[config.mk]
export PLATFORM = sky130hd
export DESIGN_NAME = pow2_clk_div
export DESIGN_NICKNAME = d
export VERILOG_FILES = /design/src/rtl/pow2_div_pkg.sv /design/src/rtl/pow2_sel_decode.sv /design/src/rtl/pow2_period_cnt.sv /design/src/rtl/pow2_clk_div.sv
export SDC_FILE = /design/constraint.sdc
export NUM_CORES = 1
export LEC_CHECK = 0
export ABC_CLOCK_PERIOD_IN_PS = 4000
export CAP_MARGIN = 20
export CORE_AREA = 4 4 41 43
export CTS_BUF_LIST = sky130_fd_sc_hd__clkbuf_4 sky130_fd_sc_hd__clkbuf_8 sky130_fd_sc_hd__clkbuf_16
export DETAILED_ROUTE_END_ITERATION = 8
export DIE_AREA = 0 0 45 47
export PLACE_DENSITY = 0.78
export SETUP_SLACK_MARGIN = 0.1
export SYNTH_ARGS = -nofsm -noshare
export SYNTH_HDL_FRONTEND = slang
export SYNTH_HIERARCHICAL = 1
export SYNTH_SLANG_ARGS = --single-unit
[constraint.sdc]
create_clock -name clk_i -period 4 [get_ports clk_i]
set_input_delay 1.2 -clock clk_i [delete_from_list [all_inputs] [get_ports clk_i]]
set_output_delay 1.2 -clock clk_i [all_outputs]
set_load 0.05 [all_outputs]
[src/rtl/pow2_div_pkg.sv]
package pow2_div_pkg;
  localparam int unsigned SEL_W   = 4;
  localparam int unsigned MAX_LOG = 8;
  localparam int unsigned LOG_W   = $clog2(MAX_LOG + 1);
  localparam int unsigned CNT_W   = MAX_LOG;
endpackage

[src/rtl/pow2_sel_decode.sv]
module pow2_sel_decode #(
  parameter int unsigned SEL_W   = 4,
  parameter int unsigned MAX_LOG = 8,
  parameter int unsigned LOG_W   = $clog2(MAX_LOG + 1)
) (
  input  logic [SEL_W-1:0] sel_i,
  output logic [LOG_W-1:0] log_o
);
  // reserved codes saturate to the slowest ratio
  always_comb begin
    if (32'(sel_i) > MAX_LOG) log_o = LOG_W'(MAX_LOG);
    else                      log_o = LOG_W'(sel_i);
  end
endmodule

[src/rtl/pow2_period_cnt.sv]
module pow2_period_cnt #(
  parameter int unsigned MAX_LOG = 8,
  parameter int unsigned LOG_W   = $clog2(MAX_LOG + 1),
  parameter int unsigned CNT_W   = MAX_LOG
) (
  input  logic             clk_i,
  input  logic             rst_ni,
  input  logic [LOG_W-1:0] log_i,
  output logic             tick_o
);
  logic [CNT_W-1:0] cnt_q;
  logic [CNT_W-1:0] last;

  // last count of the period = 2^log - 1, built bit by bit
  for (genvar b = 0; b < CNT_W; b++) begin : g_last
    assign last[b] = (32'(log_i) > b);
  end

  assign tick_o = (cnt_q == last);

  always_ff @(posedge clk_i or negedge rst_ni) begin
    if (!rst_ni)     cnt_q <= '0;
    else if (tick_o) cnt_q <= '0;
    else             cnt_q <= cnt_q + 1'b1;
  end

  assert_cnt_bound_R2: assert property (@(posedge clk_i) disable iff (!rst_ni)
    cnt_q <= last);
endmodule

[src/rtl/pow2_clk_div.sv]
module pow2_clk_div
  import pow2_div_pkg::*;
#(
  parameter int unsigned RST_LOG = 0
) (
  input  logic             clk_i,
  input  logic             rst_ni,
  input  logic [SEL_W-1:0] sel_i,
  output logic             en_o
);
  logic [LOG_W-1:0] dec_log;
  logic [LOG_W-1:0] act_log_q;
  logic             tick;

  pow2_sel_decode #(
    .SEL_W  (SEL_W),
    .MAX_LOG(MAX_LOG),
    .LOG_W  (LOG_W)
  ) i_decode (
    .sel_i(sel_i),
    .log_o(dec_log)
  );

  // ratio captured only at a period boundary
  always_ff @(posedge clk_i or negedge rst_ni) begin
    if (!rst_ni)   act_log_q <= LOG_W'(RST_LOG);
    else if (tick) act_log_q <= dec_log;
  end

  pow2_period_cnt #(
    .MAX_LOG(MAX_LOG),
    .LOG_W  (LOG_W),
    .CNT_W  (CNT_W)
  ) i_cnt (
    .clk_i (clk_i),
    .rst_ni(rst_ni),
    .log_i (act_log_q),
    .tick_o(tick)
  );

  assign en_o = tick;

  assert_ratio_hold_R5: assert property (@(posedge clk_i) disable iff (!rst_ni)
    !en_o |=> $stable(act_log_q));

  assert_ratio_range_R3: assert property (@(posedge clk_i) disable iff (!rst_ni)
    32'(act_log_q) <= MAX_LOG);

  assert_div1_steady_R4: assert property (@(posedge clk_i) disable iff (!rst_ni)
    (act_log_q == '0) |-> en_o);

  assert_no_short_gap_R6: assert property (@(posedge clk_i) disable iff (!rst_ni)
    (en_o && dec_log != '0) |=> !en_o);
endmodule

## Word level (Yosys, flattened, before mapping)

Index checks and enable logic that the tools add are counted.

- Bits in registers: 12
- Input port bits: 6
- Output and inout bits: 1

- Add/subtract/negate cells: 1
- Magnitude comparators: 9
- Eq/ne operators: 1
- Multiplexer cells: 2

Operators by type and width:

| kind | count |
|---|---|
| $gt 4x3->1 const B | 4 |
| $add 8x1->8 const B | 1 |
| $eq 8x8->1 | 1 |
| $gt 4x1->1 const B | 2 |
| $gt 4x2->1 const B | 2 |
| $mux 8 | 1 |
| $gt 4x4->1 const B | 1 |
| $mux 4 | 1 |

## Longest topological paths before layout

- Depth after elaboration: 3
- Gate-level depth with buffers: 6
- Mapped depth without buffers: 5

## By module

Netlist, hierarchy kept.

Modules (own cells, without submodules):

| module | instances | cells an instance | area an instance (µm²) |
|---|---|---|---|
| pow2_period_cnt | 1 | 56 | 519.2 |
| pow2_clk_div | 1 | 8 | 145.1 |
| pow2_sel_decode | 1 | 4 | 22.5 |

## Worst setup path after synthesis

No wires, ideal clock.

- Kind: flip-flop to output port
- Start: register act_log_q[3]
- End: output port en_o
- Arrival: 2042 ps
- Required time: 2800 ps
- Slack: 758 ps
- Stages on the path, launching flop included: 6
- Path buffers: 1
- Path through: dfrtp_1 buf_6 or3_1 o31ai_1 a31oi_1 a2111oi_4

- Cells in the longest elaborated chain, start to end: 2

RTL lines:

| element | line | source |
|---|---|---|
| start, declared | pow2_clk_div.sv:12 | `logic [LOG_W-1:0] act_log_q;` |
| start signal, assigned | pow2_clk_div.sv:26 | `if (!rst_ni) act_log_q <= LOG_W'(RST_LOG);` |
| start signal, assigned | pow2_clk_div.sv:27 | `else if (tick) act_log_q <= dec_log;` |
| $gt 4x1->1, or another cell as far along | pow2_period_cnt.sv:16 | `assign last[b] = (32'(log_i) > b);` |
| $eq 8x8->1 (*) | pow2_period_cnt.sv:19 | `assign tick_o = (cnt_q == last);` |
| end, declared | pow2_clk_div.sv:9 | `output logic en_o` |

Mark *: on every way between the ends. The rest lies on a longest branch, timed or not.

## Worst setup path after layout

- Start: register act_log_q[2]
- End: output port en_o

Same word-level chain as after synthesis.

==> results.tsv <==
metric	value	unit
status	finished clean	
syn nets	75	
area delta synth->final	13.8	%
CP endpoint kind	output pin	
Worst setup SP type	register	
overall routed net length	1300	um
root buf cell	clkbuf_4	
Die H	47	um
global route overflow	0	
maximum vdd drop	0.471	mV
Post-CTS Hold Buffers	0	
syn_area_per_cell	10.1	um2
TritonCTS clock tree	yes	
Area contributors post-synth	dfrtp_1 44%, mux2_2 6.6%, xor2_1 6.4%	
worst reg2reg startpoint	act_log_q[2]	
Initial Utilization	52.8	%
commonest non-fill, non-tap cell in the layout	dfrtp_1	
critical path data required time	2.80	ns
post-layout worst setup margin	0.824	ns
Crit Path Max Fanout	9	
Comb power frac	34.7	%
leak pwr	0.321	nW
CTS sink cnt	12	
number of synthesized flops with an enable pin	0	
Die ar.	0.00212	mm2
row count	13	
post-CTS setup repair buffer count	0	
#FFs+latches synth	12	
Setup WS pre-CTS	1.14	ns
CTS Buf Count	3	
# port buffers	6	
crit path DAT	1.98	ns
Post-Synthesis Cells	68	
nets	83	
pwr/cell area	748	mW/mm2
DR DRC count	0	
vias in the first global route	474	
# IOs	7	
Fin Setup TNS	0	ns
Max Freq	315	MHz
R2R setup slack	1.84	ns
Final min period	3.18	ns
RSZ-0062 raised after global routing	no	
clock latency on the worst-skew pair	0.28	ns
end of the worst hold path	i_cnt/cnt_q[0]	
chip width	45	um
hold crit path type	reg2reg	
crit share post-route	79.4	%
clock slew at reported path FFs	0.08	ns
R2R depth	6	
post-synth top area cell	dfrtp_1	
sw frac	41.8	%
Synth top area share	43.7	%
overall global routing resource usage	15.2	%
main flop type after synthesis	dfrtp_1	
Clock Skew	0.00301	ns
post-route ant nets	0	
Synth Warn #	6	
vias post-DR	525	
clock buffer depth	2	
CP Launch Point	act_log_q[2]	
initial antenna violation count	0	
Post-CTS Resized	0	
# fillers	123	
hold path cells	1	
Max Transition Viols Final	0	
synthesized area	687	um2
global-route wire length before repair	2230	um
DR pass1 iterations	4	
relative slew slack	64.6	%
switching power total	245	uW
count of unique library cells instantiated by Yosys	25	
layout cells sized above 1	14.7	%
number of inserted diodes	0	
Final setup viols	0	
Detailed Route Iter0 Violations	4	
DR WL/cell	14.4	um
final hold violation count	0	
hold path start	i_cnt/cnt_q[0]	
Pint	340	uW
commonest non-fill, non-tap cells in the layout	12 x dfrtp_1, 9 x nor2_1, 5 x nand3_1, 5 x xor2_1, 5 x clkdlybuf4s50_1	
largest net degree at the start of global routing	13	
dpl hpwl	922	um
CTS HTree Levels	1	
ys async rst share	100	%
Via density	5.83	
gp weighted congestion	0.807	
CP Class	reg2out	
Core Region	0.00130	mm2
Clk pwr share	17.0	%
Critical R2R Capture	act_log_q[3]	
Reg power frac	48.3	%
Seq/Total Area, Yosys	43.7	%
worst-margin pin slew	0.529	ns
max cap viols	0	
==> per-layer routing <==
metal  track usage [%]  vias to the layer above  wire length, um
li1                  -                      256                -
met1              19.8                      246              567
met2              23.2                       17              638
met3              3.45                        6               59
met4              8.77                        0               29
met5                 0                        -                0
==> area by class of cell <==
| class | count | area, um2 | share of cell area (%) |
|---|---|---|---|
| flip-flops and latches | 12 | 300 | 38.4 |
| repair buffers | 7 | 65.1 | 8.32 |
| clock buffers | 4 | 36.3 | 4.64 |
| well taps | 15 | 18.8 | 2.40 |
| multi-input cells | 52 | 362 | 46.2 |
==> synth_stat cells, types with 2 or more instances <==
cell / n
nand3_1: 5
dfrtp_1: 12
and3_1: 3
nor4_1: 2
xor2_1: 5
nor3_1: 2
mux2_2: 4
a31oi_1: 2
o21a_1: 2
xnor2_1: 3
nor2_1: 9
nor2b_1: 4
nand2_1: 2
buf_2: 2
==> power groups by stage <==
| stage | logic, mW | registers (mW) | clock network (mW) |
|---|---|---|---|
| after detailed placement | 0.203 | 0.281 | 0 |
| after global placement | 0.195 | 0.279 | 0 |
| after global routing | 0.232 | 0.295 | 0.107 |
| after floorplan | 0.210 | 0.235 | 0 |
| after CTS | 0.204 | 0.280 | 0.100 |
| final | 0.203 | 0.282 | 0.0993 |
==> critical path, stage by stage, from the launching register on <==
cell and delay (ns):
dfrtp_1 0.47, or3_1 0.41, o31ai_1 0.22, a31oi_1 0.10, a2111oi_4 0.24, buf_4 0.26
==> flip-flops by register name, indices dropped and copies added, names as in the netlist <==
signal / cells
act_log_q: 4
i_cnt/cnt_q: 8
==> how the worst max path moves through the flow <==
stage | endpoint | slack (ns)
finish | en_o | 0.82
global route | en_o | 0.68
CTS | en_o | 0.83
detailed placement | en_o | 1.14
global placement | en_o | 1.16
floorplan | en_o | 0.76
==> kinds of logic (layout without fill, tap and decap cells) <==
logic type               after synthesis  after routing  synth area share, %
AO/OA/AOI/OAI                         10             10                 12.9
XOR/XNOR                               8              8                 10.2
adder cells (fa/ha/maj)                1              1                 1.82
buffers and inverters                  4             11                 3.64
flip-flops                            12             12                 43.7
multiplexers                           4              4                 6.56
AND/OR/NAND/NOR                       29             29                 21.1
==> metrics by stage <==
stage               utilization, %  total power, mW  instance area (um2)  hold WS (ns)  std cells
floorplan                        -            0.445                  687         0.475         68
global placement              57.3            0.474                  746         0.554         86
detailed placement            57.3            0.484                  746         0.545         86
CTS                           60.1            0.585                  782         0.560         90
global route                  60.1            0.634                  782         0.605         90
finish                        60.1            0.585                  782         0.566         90
Power figures use the tool's default switching activity.
